==> src/rtl/puf_search_pkg.sv <==
package puf_search_pkg;
  typedef enum logic [2:0] {
    T_IDLE, T_SAMPLE, T_LAUNCH, T_SEEK, T_OFFER, T_WAIT, T_DONE
  } ctl_state_t;

  typedef enum logic [2:0] {
    G_IDLE, G_BROAD, G_SKIP, G_EXH, G_EMPTY
  } gen_state_t;
endpackage

==> src/rtl/puf_majority.sv <==
module puf_majority #(
  parameter int W     = 16,
  parameter int NSAMP = 351
) (
  input  logic         clk,
  input  logic         rst_n,
  input  logic         clr,
  input  logic         take,
  input  logic [W-1:0] data,
  output logic [W-1:0] maj,
  output logic         full
);
  localparam int CW   = $clog2(NSAMP + 1);
  localparam int HALF = NSAMP / 2;

  logic [CW-1:0] scnt;

  always_ff @(posedge clk) begin
    if (!rst_n || clr) scnt <= '0;
    else if (take)     scnt <= scnt + CW'(1);
  end

  assign full = (scnt == CW'(NSAMP));

  for (genvar i = 0; i < W; i++) begin : g_bit
    logic [CW-1:0] ones;
    always_ff @(posedge clk) begin
      if (!rst_n || clr)     ones <= '0;
      else if (take && data[i]) ones <= ones + CW'(1);
    end
    assign maj[i] = (ones > CW'(HALF));
  end

  assert_take_room_R1: assert property (@(posedge clk) disable iff (!rst_n)
    take |-> !full);
  assert_sample_bound_R1: assert property (@(posedge clk) disable iff (!rst_n)
    scnt <= CW'(NSAMP));
endmodule

==> src/rtl/puf_rank_map.sv <==
module puf_rank_map #(
  parameter int W    = 16,
  parameter int IDXW = 4
) (
  input  logic [W-1:0]      rmask,
  input  logic [W*IDXW-1:0] tbl,
  output logic [W-1:0]      bmask
);
  always_comb begin
    bmask = '0;
    for (int r = 0; r < W; r++) begin
      if (rmask[r]) bmask[tbl[r*IDXW +: IDXW]] = 1'b1;
    end
  end
endmodule

==> src/rtl/puf_mask_gen.sv <==
module puf_mask_gen
  import puf_search_pkg::*;
#(
  parameter int W    = 16,
  parameter int MAXD = 2
) (
  input  logic         clk,
  input  logic         rst_n,
  input  logic         init,
  input  logic         adv,
  output logic         rdy,
  output logic         empty,
  output logic [W-1:0] rmask
);
  localparam int DMAX = (MAXD < W) ? MAXD : W;
  localparam int DW   = $clog2(DMAX + 2);

  gen_state_t   st;
  logic [DW-1:0] dcur;
  logic [W-1:0]  bm;
  logic [W-1:0]  xc;
  logic [W:0]    nxt;

  function automatic int popcnt(input logic [W-1:0] v);
    int n = 0;
    for (int i = 0; i < W; i++) n += int'(v[i]);
    return n;
  endfunction

  function automatic int ctz(input logic [W-1:0] v);
    int z = 0;
    for (int i = W - 1; i >= 0; i--) if (v[i]) z = i;
    return z;
  endfunction

  function automatic logic [W-1:0] low_ones(input int k);
    logic [W-1:0] v;
    for (int i = 0; i < W; i++) v[i] = (i < k);
    return v;
  endfunction

  // Next larger value with the same number of set bits; bit W flags overflow.
  function automatic logic [W:0] next_same(input logic [W-1:0] x);
    logic [W:0] xe, c, r, t;
    xe = {1'b0, x};
    c  = xe & (~xe + (W+1)'(1));
    r  = xe + c;
    t  = (r ^ xe) >> 2;
    t  = t >> ctz(x);
    return r | t;
  endfunction

  assign nxt = next_same(bm);

  always_ff @(posedge clk) begin
    if (!rst_n) begin
      st   <= G_IDLE;
      dcur <= '0;
      bm   <= '0;
      xc   <= '0;
    end else if (init) begin
      st   <= G_BROAD;
      dcur <= '0;
      bm   <= '0;
      xc   <= '0;
    end else begin
      unique case (st)
        G_BROAD: if (adv) begin
          if (dcur != '0 && !nxt[W]) begin
            bm <= nxt[W-1:0];
          end else if (int'(dcur) < DMAX) begin
            dcur <= dcur + DW'(1);
            bm   <= low_ones(int'(dcur) + 1);
          end else begin
            st <= G_SKIP;
            xc <= '0;
          end
        end
        G_SKIP: begin
          if (popcnt(xc) > MAXD) st <= G_EXH;
          else if (&xc)          st <= G_EMPTY;
          else                   xc <= xc + W'(1);
        end
        G_EXH: if (adv) begin
          if (&xc) st <= G_EMPTY;
          else begin
            xc <= xc + W'(1);
            st <= G_SKIP;
          end
        end
        default: ;
      endcase
    end
  end

  assign rdy   = (st == G_BROAD) || (st == G_EXH);
  assign empty = (st == G_EMPTY);
  assign rmask = (st == G_BROAD) ? bm : xc;

  assert_round_weight_R3: assert property (@(posedge clk) disable iff (!rst_n)
    (st == G_BROAD) |-> (popcnt(bm) == int'(dcur)));
  assert_round_rising_R3: assert property (@(posedge clk) disable iff (!rst_n)
    ((st == G_BROAD) && ($past(st) == G_BROAD) && $past(adv) && !$past(init)
      && (dcur == $past(dcur)) && (dcur != '0)) |-> (bm > $past(bm)));
  assert_exh_weight_R5: assert property (@(posedge clk) disable iff (!rst_n)
    (st == G_EXH) |-> (popcnt(xc) > MAXD));
endmodule

==> src/rtl/puf_key_search.sv <==
module puf_key_search
  import puf_search_pkg::*;
#(
  parameter int W     = 16,
  parameter int NSAMP = 351,
  parameter int MAXD  = 2,
  parameter int IDXW  = (W > 1) ? $clog2(W) : 1
) (
  input  logic              clk,
  input  logic              rst_n,
  input  logic              start,
  input  logic              samp_valid,
  output logic              samp_ready,
  input  logic [W-1:0]      samp_data,
  input  logic [W*IDXW-1:0] rank_tbl,
  output logic              cand_valid,
  input  logic              cand_ready,
  output logic [W-1:0]      cand_data,
  input  logic              chk_done,
  input  logic              chk_match,
  output logic              done,
  output logic              success,
  output logic              failure,
  output logic [W-1:0]      key,
  output logic [W:0]        cand_count
);
  localparam int CNTW = W + 1;

  ctl_state_t st, st_n;
  logic maj_clr, maj_full, mg_init, mg_adv, mg_rdy, mg_empty;
  logic [W-1:0] maj, rmask, bmask, cand_q, key_q;
  logic [CNTW-1:0] cnt_q;
  logic succ_q, fail_q;

  puf_majority #(.W(W), .NSAMP(NSAMP)) u_maj (
    .clk(clk), .rst_n(rst_n), .clr(maj_clr),
    .take(samp_valid && samp_ready), .data(samp_data),
    .maj(maj), .full(maj_full)
  );

  puf_mask_gen #(.W(W), .MAXD(MAXD)) u_gen (
    .clk(clk), .rst_n(rst_n), .init(mg_init), .adv(mg_adv),
    .rdy(mg_rdy), .empty(mg_empty), .rmask(rmask)
  );

  puf_rank_map #(.W(W), .IDXW(IDXW)) u_map (
    .rmask(rmask), .tbl(rank_tbl), .bmask(bmask)
  );

  always_comb begin
    st_n    = st;
    maj_clr = 1'b0;
    mg_init = 1'b0;
    mg_adv  = 1'b0;
    unique case (st)
      T_IDLE, T_DONE: if (start) begin
        st_n    = T_SAMPLE;
        maj_clr = 1'b1;
      end
      T_SAMPLE: if (maj_full) st_n = T_LAUNCH;
      T_LAUNCH: begin
        mg_init = 1'b1;
        st_n    = T_SEEK;
      end
      T_SEEK: begin
        if (mg_rdy)        st_n = T_OFFER;
        else if (mg_empty) st_n = T_DONE;
      end
      T_OFFER: if (cand_ready) st_n = T_WAIT;
      T_WAIT: if (chk_done) begin
        if (chk_match) st_n = T_DONE;
        else begin
          mg_adv = 1'b1;
          st_n   = T_SEEK;
        end
      end
      default: st_n = T_IDLE;
    endcase
  end

  always_ff @(posedge clk) begin
    if (!rst_n) begin
      st     <= T_IDLE;
      cand_q <= '0;
      key_q  <= '0;
      cnt_q  <= '0;
      succ_q <= 1'b0;
      fail_q <= 1'b0;
    end else begin
      st <= st_n;
      if (maj_clr) begin
        cnt_q  <= '0;
        succ_q <= 1'b0;
        fail_q <= 1'b0;
      end
      if (st == T_SEEK && mg_rdy) cand_q <= maj ^ bmask;
      if (st == T_SEEK && !mg_rdy && mg_empty) fail_q <= 1'b1;
      if (st == T_OFFER && cand_ready) cnt_q <= cnt_q + CNTW'(1);
      if (st == T_WAIT && chk_done && chk_match) begin
        succ_q <= 1'b1;
        key_q  <= cand_q;
      end
    end
  end

  assign samp_ready = (st == T_SAMPLE) && !maj_full;
  assign cand_valid = (st == T_OFFER);
  assign cand_data  = cand_q;
  assign done       = (st == T_DONE);
  assign success    = succ_q;
  assign failure    = fail_q;
  assign key        = key_q;
  assign cand_count = cnt_q;

  assert_cand_hold_R6: assert property (@(posedge clk) disable iff (!rst_n)
    (cand_valid && !cand_ready) |=> (cand_valid && $stable(cand_data)));
  assert_outcome_excl_R7: assert property (@(posedge clk) disable iff (!rst_n)
    done |-> (success ^ failure));
  assert_quiet_done_R9: assert property (@(posedge clk) disable iff (!rst_n)
    done |-> (!cand_valid && !samp_ready));
  assert_count_bound_R8: assert property (@(posedge clk) disable iff (!rst_n)
    cand_count <= {1'b1, {W{1'b0}}});
  assert_fail_full_R8: assert property (@(posedge clk) disable iff (!rst_n)
    $rose(failure) |-> (cand_count == {1'b1, {W{1'b0}}}));
endmodule

==> config.mk <==
export PLATFORM = sky130hd
export DESIGN_NAME = puf_key_search
export DESIGN_NICKNAME = d
export VERILOG_FILES = /design/src/rtl/puf_search_pkg.sv /design/src/rtl/puf_majority.sv /design/src/rtl/puf_rank_map.sv /design/src/rtl/puf_mask_gen.sv /design/src/rtl/puf_key_search.sv
export SDC_FILE = /design/constraint.sdc
export NUM_CORES = 1
export LEC_CHECK = 0
export ABC_AREA = 1
export BUFFER_PORTS_ARGS = -buffer_cell sky130_fd_sc_hd__buf_2
export CORE_ASPECT_RATIO = 0.5
export CORE_UTILIZATION = 51
export DETAILED_ROUTE_END_ITERATION = 8
export GPL_TIMING_DRIVEN = 0
export PLACE_DENSITY = 0.8
export SETUP_SLACK_MARGIN = 0.1
export SLEW_MARGIN = 20
export SYNTH_ARGS = -nofsm -noshare
export SYNTH_HDL_FRONTEND = slang
export SYNTH_SLANG_ARGS = --single-unit
==> constraint.sdc <==
create_clock -name clk -period 6 [get_ports clk]
set_clock_uncertainty 0.15 [all_clocks]
set_input_delay 1.2 -clock clk [delete_from_list [all_inputs] [get_ports clk]]
set_output_delay 1.2 -clock clk [all_outputs]
set_load 0.01 [all_outputs]
# Yosys cells after proc, flatten, opt, wreduce, memory -nomap -nowiden
# Index checks and enable logic that the tools add are counted.
# W data, S select, Z words.
totals:
  register_bits: 244
  inputBits: 87
  out_inout_bits: 54
  word_cells: 348
classes:
  add_sub_neg: 38
  n_lt_le_gt_ge: 66
  eq_ne: 27
  n_shift: 1
  muxes: 102
  bitwise: 22
  reduce_logical: 64
op_table:
  columns: ["op", "count"]
  rows:
  - ["$mux W32", 15]
  - ["$add A32 B2 Y32", 14]
  - ["$mux W16", 25]
  - ["$lt A5 B32 Y1 const A", 8]
  - ["$or A16 B16 Y16", 15]
  - ["$add A9 B1 Y9 const B", 17]
  - ["$gt A9 B8 Y1 const B", 16]
  - ["$lt A4 B32 Y1 const A", 4]
  - ["$lt A4 B5 Y1 const B", 16]
  - ["$demux W1 S4", 16]
  - ["$ge A4 B1 Y1 const B", 16]
  - ["$lt A3 B32 Y1 const A", 2]
  - ["$pmux W16 S3", 1]
  - ["$mux W3", 14]
  - ["$logic_and A1 B1 Y1", 41]
  - ["$add A17 B1 Y17 const B", 2]
  - ["$mux W17", 2]
  - ["$gt A32 B3 Y1 const B", 1]
  - ["$lt A1 B32 Y1 const A", 1]
  - ["$lt A2 B32 Y1 const A", 1]
  - ["$shr A15 B32 Y17", 1]
  - ["$mux W1", 26]
  - ["$pmux W3 S6", 1]
  - ["$reduce_and A6 Y1", 3]
  - ["other kinds (34)", 62]

# Depth between registers and ports, before layout
# Gate-level depths: netlist of run 1.
depth:
  ltp_word: 36
  ltp_mapped: 27
  depth_no_buf: 25

# Hierarchy
# Synthesis of run 1 repeated with hierarchy kept, for this count alone.
hier_totals:
  hier_cells: 3122
  area_unflattened_um2: 17884.7
modules_own_cells:
  columns: ["module", "n_inst", "cells_per_inst", "area_per_inst_um2", "seq_area_each_um2"]
  rows:
  - ["puf_majority", 1, 1285, 8152.8, 3062.9]
  - ["puf_mask_gen", 1, 721, 4195.3, 740.7]
  - ["puf_rank_map", 1, 751, 2961.6, 0.0]
  - ["puf_key_search", 1, 365, 2575.0, 1081.0]

# Worst setup path after synthesis of run 1
# OpenSTA, ideal clock, no wires.
synth_path:
  path_kind: "reg2reg"
  from: "register u_gen.xc[0]"
  to: "register u_gen.xc[11]"
  setup_ns: 0.113
  arrival_ns: 4.778
  required_ns: 5.737
  setup_slack_ns: 0.958
  stages_incl_launch_ff: 22
  n_path_buf: 0
  period_less_slack_ns: 5.042
  path_cell_list: "dfxtp_1 ha_1 inv_1 fa_1 fa_1 fa_1 fa_1 inv_1 fa_1 inv_1 fa_1 a211o_1 a211oi_1 nor2_1 nor3_4 nand2_8 inv_6 nand2_4 nor3_4 nand2_1 o21ai_1 nor2_1"
synth_via:
  elab_chain_len: 18
  elab_cells_between_ends: 24
  cone_classes: "16 x add/sub; 1 x order compare; 1 x eq/ne; 4 x mux; 2 x reduce/logical"
synth_rtl:
  columns: ["element", "line", "source"]
  rows:
  - ["start, declared", "puf_mask_gen.sv:21", "logic [W-1:0] xc;"]
  - ["start signal, assigned", "puf_mask_gen.sv:82", "else xc <= xc + W'(1);"]
  - ["start signal, assigned", "puf_mask_gen.sv:87", "xc <= xc + W'(1);"]
  - ["$add A1 B1 Y2", "puf_mask_gen.sv:26", "for (int i = 0; i < W; i++) n += int'(v[i]);"]
  - ["$add A32 B2 Y32 (14 in series)", "puf_mask_gen.sv:26", null]
  - ["$gt A32 B3 Y1", "puf_mask_gen.sv:80", "if (popcnt(xc) > MAXD) st <= G_EXH;"]
  - ["$ne A2 B2 Y1 (no source line)", null, null]
  - ["$reduce_and A6 Y1 (no source line)", null, null]
# Several ways; a longest one is shown, not always the timed one. The select of a mux whose other input is x is not followed.
# A chain may end at the register's enable or synchronous reset.

# Worst setup path in the final report of run 1
# Same ends and word-level chain as after synthesis.

==> impl_metrics.ini, run 1 <==
[hold_path]
hp-class = reg2reg

[logic_synthesis]
synth.distinct_cells = 68
synth_top_cells_by_area = dfxtp_1, nand2_1, inv_1, nor2_1, a21oi_1
synth_seq_area_share_pct = 30.1
syn_nets = 2704
syn-cell-area_um2 = 16200
yosysTopAreaCell = dfxtp_1
yosys_warnings = 0
syn_inst = 2579
synth.most_common_cell = nand2_1
synth_xor_area_share_pct = 0.863
synth_adder_area_share_pct = 3.39
synth_compound_area_share_pct = 19.2
synth_common_cells = nand2_1, inv_1, nor2_1
synth-edff-count = 0
synth_top_family_by_area = simple AND/OR/NAND/NOR gates
synthMuxAreaShare_pct = 0
ys_ff_latch = 244
ys.flop_type = dfxtp_1
synthArstFlopShare_pct = 0
synthSimpleGateAreaFrac_pct = 34.6
syn_avg_cell_area_um2 = 6.30
yosysTopAreaCellShare_pct = 30.1

[timing]
tightest_slew_ns = 1.05
period_share_pct = 94.1
setup_viol = 0
post-route-min-period_ns = 5.65
relSlewSlack_pct = 29.0
rsz0062_at_grt = no
fmax_ghz = 0.177
hold_viol = 0
finalSetupTns_ns = 0
setup_slack_ns = 0.354
drv_slew = 0

[placed_design]
io_buffers = 140
dpl.hpwl_um = 41800
dp_worst_setup_slack_ns = 0.370
gp_congestion = 1.02
place_area_um2 = 17500

[die]
core.rowCount = 45
fp.dieArea_um2 = 32600
core_um2 = 30800
dieHeight_um = 128
die_x_um = 254
num_io_pins = 141
initial_core_util_pct = 52.7

[clock_tree]
cts.reportedPaths.clkPinSlew_ns = 0.07
cts_root_buf = clkbuf_16
cts_setup_buffers = 0
postCtsResizedCells = 0
numCtsBuffers = 23
cts_max_level = 1
ctsHoldBuffers = 0
clkLatencyLatePin_ns = 0.56
clockBufferDepth = 3
tritoncts = yes
cts.sinks = 244

[power]
p_switching_mw = 1.42
p_sw_share_pct = 33.3
leakage_nw = 7.32
p_seq_share_pct = 39.9
power_density_nw_per_um2 = 232
clockPowerShare_pct = 37.9
internal_power_mw = 2.84
ir_worst_vdd_mv = 0.185
share_comb_of_total_power_pct = 22.3

[setup_path]
crit_required_ns = 6.30
end_kind = flop
crit_arrival_ns = 5.95
r2r_slack_ns = 0.35
crit_fanout = 8
start_kind = flop
crit_type = reg2reg

[cells_and_area]
final_nets = 2869
final_util_pct = 59.4
area_delta_synth_final_pct = 12.7
stdcell_area_um2 = 18300
layout-drive-gt1-share_pct = 9.67

[global_routing]
grt_pass1_vias = 16400
antenna_found_initial = 2
grt_pass1_wl_um = 83100
grt_util_all_layers_pct = 32.0
grt_max_degree = 16
grt.overflow.total = 0

[route]
ant_nets = 0
wl_met1_um = 22800
drc = 0
drtPass1Iterations = 6
drt_iter0_markers = 1725
drt-wirelength-per-cell_um = 16.5
viasPerCell = 5.60
wl_um = 52500
wl_met2_um = 24600
wl_met3_um = 3380
vias = 17800
dr.max_layer_used = met5

[job]
maxCapViolCount = 0

[status]
status = finished, final reports clean
## state kept, by name, summed over array words and instances (netlist names)
signal	cells
key	16
u_gen.xc	16
u_gen.dcur	2
st	3
success	1
u_maj.scnt	9
cand_count	17
u_maj.g_bit.ones	144
failure	1
u_gen.bm	16
cand_data	16
u_gen.st	3
## layout make-up
class	count	area (um2)
fillers	3024	12500
multi-input cells	1840	9440
flip-flops and latches	244	4880
inverters	443	1680
repair buffers	140	701
clock buffers	33	683
well taps	423	529
plain buffers	52	243
clock inverters	9	145
diodes	1	2.50
## placed cells by master, fill, tap and decap left out, types with 5 or more instances in the layout
master       n
o22ai_1     11
buf_2      154
nand4_1     34
a22oi_1      5
a32o_1      13
nand2_2      7
o211ai_1    17
a211oi_1    12
a32oi_1      7
fa_1        10
clkbuf_16   23
nor3_1     171
clkbuf_8     7
inv_1      416
o21ai_0    161
o21a_1      11
inv_2       19
nand2_1    494
dfxtp_1    244
and3_1       7
a31oi_1     12
clkbuf_1    32
a21oi_1    205
xor2_1      12
nand3_1    151
o2111ai_1   19
nor4_1      33
nor2_1     310
o21ai_1     23
ha_1        28
o31ai_1      5
nor2_4      11
a221oi_1    14
## kinds of logic (layout without fill, tap and decap cells)
group           Yosys count  after routing
flops                   244            244
fa+ha+maj                38             38
xor+xnor                 16             16
compound gates          534            534
other cells               0              1
buf+inv                 495            677
simple gates           1252           1252
## worst max-delay path, cell delays in order, from the launching register on
cell	delay, ns
dfxtp_1	0.34
ha_1	0.31
inv_1	0.08
fa_1	0.43
fa_1	0.51
fa_1	0.54
fa_1	0.41
inv_1	0.09
fa_1	0.19
inv_1	0.06
fa_1	0.38
a211o_1	0.28
a211oi_1	0.51
nor2_1	0.20
nor3_4	0.24
nand2_8	0.11
inv_6	0.09
nand2_4	0.06
nor3_4	0.26
nand2_1	0.12
o21ai_1	0.13
nor2_1	0.05
## layer usage
layer / vias to the layer above / GRT usage [%]
met5: - / 0
met4: 2 / 10.3
met3: 127 / 4.89
met2: 588 / 55.3
met1: 8173 / 40.9
li1: 8940 / -
## metrics by stage
step / std cells / hold slack (ns) / total power [mW]
floorplan: 2579 / 0.277 / 2.32
global placement: 3142 / 0.287 / 2.63
detailed placement: 3142 / 0.298 / 2.65
CTS: 3184 / 0.307 / 4.25
global route: 3185 / 0.318 / 4.45
finish: 3185 / 0.313 / 4.25
## power groups by stage
stage / sequential (mW) / combinational [mW] / clock [mW]
global route: 1.70 / 1.04 / 1.71
detailed placement: 1.73 / 0.921 / 0
CTS: 1.69 / 0.927 / 1.63
floorplan: 1.73 / 0.587 / 0
global placement: 1.73 / 0.904 / 0
finish: 1.70 / 0.947 / 1.61
## worst paths after layout
kind	cells after the start	from	to
hold reg to reg	1	u_maj.scnt[8]	u_maj.scnt[8]
hold / removal	1	u_maj.scnt[8]	u_maj.scnt[8]
setup / recovery	21	u_gen.xc[0]	u_gen.xc[11]
setup reg to reg	21	u_gen.xc[0]	u_gen.xc[11]
Note: power is estimated with default switching activity, not from simulation.
==> run 2, diff against run 1 <==
CORE_UTILIZATION = 56   (was 51)
MAX_ROUTING_LAYER = met4   (was default)
PLACE_DENSITY = 0.86   (was 0.8)
==> run 2 against run 1 <==
  * Register-to-register slack gained 0.06 ns
  * Largest cell class unchanged
  * Largest power group unchanged
  * Critical path depth unchanged
  * Non-clock buffer count unchanged
  * Global-route usage rose by 5.5 points
  * First-iteration DRC count rose by 9.3%
  * Highest routed layer is now met4
  * Critical path type unchanged
==> impl_metrics.ini, run 2 (same netlist as run 1, synthesis figures left out) <==
[placed_design]
dp.cells = 3101
io_buffers = 140
dpl.hpwl_um = 43400
gp_congestion = 1.05

[cells_and_area]
final_common_cell = nand2_1
area_delta_synth_final_pct = 12.2
seqCellArea_um2 = 4880
reg_top3 = u_maj.g_bit.ones: 144 flops, cand_count: 17 flops
multi_input_comb_area_um2 = 9440
fin_cells = 3142
n_fill_cell = 2605
most-common-layout-cells = nand2_1, inv_1, nor2_1
final_nets = 2868
layout-drive-gt1-share_pct = 9.57
largest_reg_flops = 144
largest_register = u_maj.g_bit.ones

[status]
status = finished, final reports clean

[timing]
rsz0062_at_grt = no
post-route-min-period_ns = 5.59
finalSetupTns_ns = 0
setup_viol = 0
drv_slew = 0
hold_viol = 0
period_share_pct = 93.2
relSlewSlack_pct = 25.0
tightest_slew_ns = 1.11
fmax_ghz = 0.179

[route]
drt_iter0_markers = 1885
drtPass1Iterations = 5
drt-wirelength-per-cell_um = 17.5
wl_um = 54900
ant_nets = 0
viasPerCell = 5.83
drc = 0
vias = 18300

[setup_path]
crit_type = reg2reg
max_stage_delay_ns = 0.58
crit_arrival_ns = 5.88
r2r-start = u_gen.xc[0]
path_buf_inv = 4
cp_slowest_cell = fa_1
r2r_slack_ns = 0.41
crit_top_cell = fa_1
crit_required_ns = 6.29
crit_family = adder cells
end_kind = flop
startpoint = u_gen.xc[0]
path_cells = ha_1 -> inv_1 -> fa_1 -> fa_1 -> fa_1 -> fa_1 -> inv_1 -> fa_1 -> inv_1 -> fa_1 -> a211o_1 -> a211oi_2 -> nor2_1 -> nor3_4 -> nand2_8 -> inv_6 -> nand2_4 -> nor3_4 -> nand2_1 -> o21ai_1 -> nor2_1
start_kind = flop
crit_fanout = 8

[clock_tree]
numCtsBuffers = 22
cts_setup_buffers = 0
cts.reportedPaths.clkPinSlew_ns = 0.07
clkLatencyLatePin_ns = 0.54
tritoncts = yes
cts.sinks = 244
cts_max_level = 1
ctsHoldBuffers = 0
cts_root_buf = clkbuf_16
clockBufferDepth = 3

[job]
maxCapViolCount = 0

[global_routing]
grt_max_degree = 17
antenna_found_initial = 3
grt_pass1_vias = 16800
grt_util_all_layers_pct = 37.5
grt.overflow.total = 0
grt_pass1_wl_um = 86100

[power]
ir_worst_vdd_mv = 0.218
power_density_nw_per_um2 = 232
leakage_nw = 7.29

[die]
num_io_pins = 141
fp.dieArea_um2 = 29700
core.rowCount = 43
initial_core_util_pct = 57.8
die_x_um = 243
core_um2 = 28100
dieHeight_um = 122

[hold_path]
worstHoldStart = u_maj.g_bit[15].ones[8]
hp-class = reg2reg
-- run 2: through the flow --
step | util, % | setup WS, ns | hold WS [ns] | total power [mW] | instance area (um2)
final | 64.9 | 0.409 | 0.317 | 4.23 | 18200
after global routing | 64.9 | 0.148 | 0.350 | 4.40 | 18200
after CTS | 64.8 | 0.296 | 0.324 | 4.21 | 18200
after detailed placement | 62.0 | 0.337 | 0.310 | 2.66 | 17400
after global placement | 62.0 | 0.400 | 0.304 | 2.64 | 17400
after floorplan | - | 0.958 | 0.277 | 2.32 | 16200
-- run 2: final cells by class --
class / instances / area share, %
multi-input cells: 1840 / 51.8
well taps: 382 / 2.62
repair buffers: 140 / 3.85
inverters: 443 / 9.22
plain buffers: 52 / 1.33
diodes: 2 / 0.0275
clock buffers: 30 / 3.41
clock inverters: 9 / 0.900
flip-flops and latches: 244 / 26.8
-- run 2: worst paths after layout --
path | to | cells past startpoint
setup reg to reg | u_gen.xc[11] | 21
hold reg to reg | u_maj.g_bit[15].ones[8] | 2
hold / removal | u_maj.g_bit[15].ones[8] | 2
setup / recovery | u_gen.xc[11] | 21
-- run 2: tightest hold or removal path, cell delays in order (launching register included) --
cell and delay, ns:
dfxtp_1 0.31, inv_1 0.06, a21oi_1 0.06
-- run 2: repair_timing --
item | 4_1_cts | 5_1_grt
endpoints found under the setup margin | 0 | 5
resized for setup | 0 | 1
hold endpoints to repair | 0 | 0
-- run 2: power by group --
group	switching (mW)	internal [mW]
sequential	0.0328	1.66
combinational	0.717	0.242
clock	0.670	0.904
-- run 2: per-layer routing --
metal  vias up  global-route usage (%)  routed length [um]
met2       753                    63.1               25700
met4         0                    14.6                2030
met3       138                    5.95                4310
met1      8504                    45.6               22900
li1       8927                       -                   -
met5         -                       -                   0
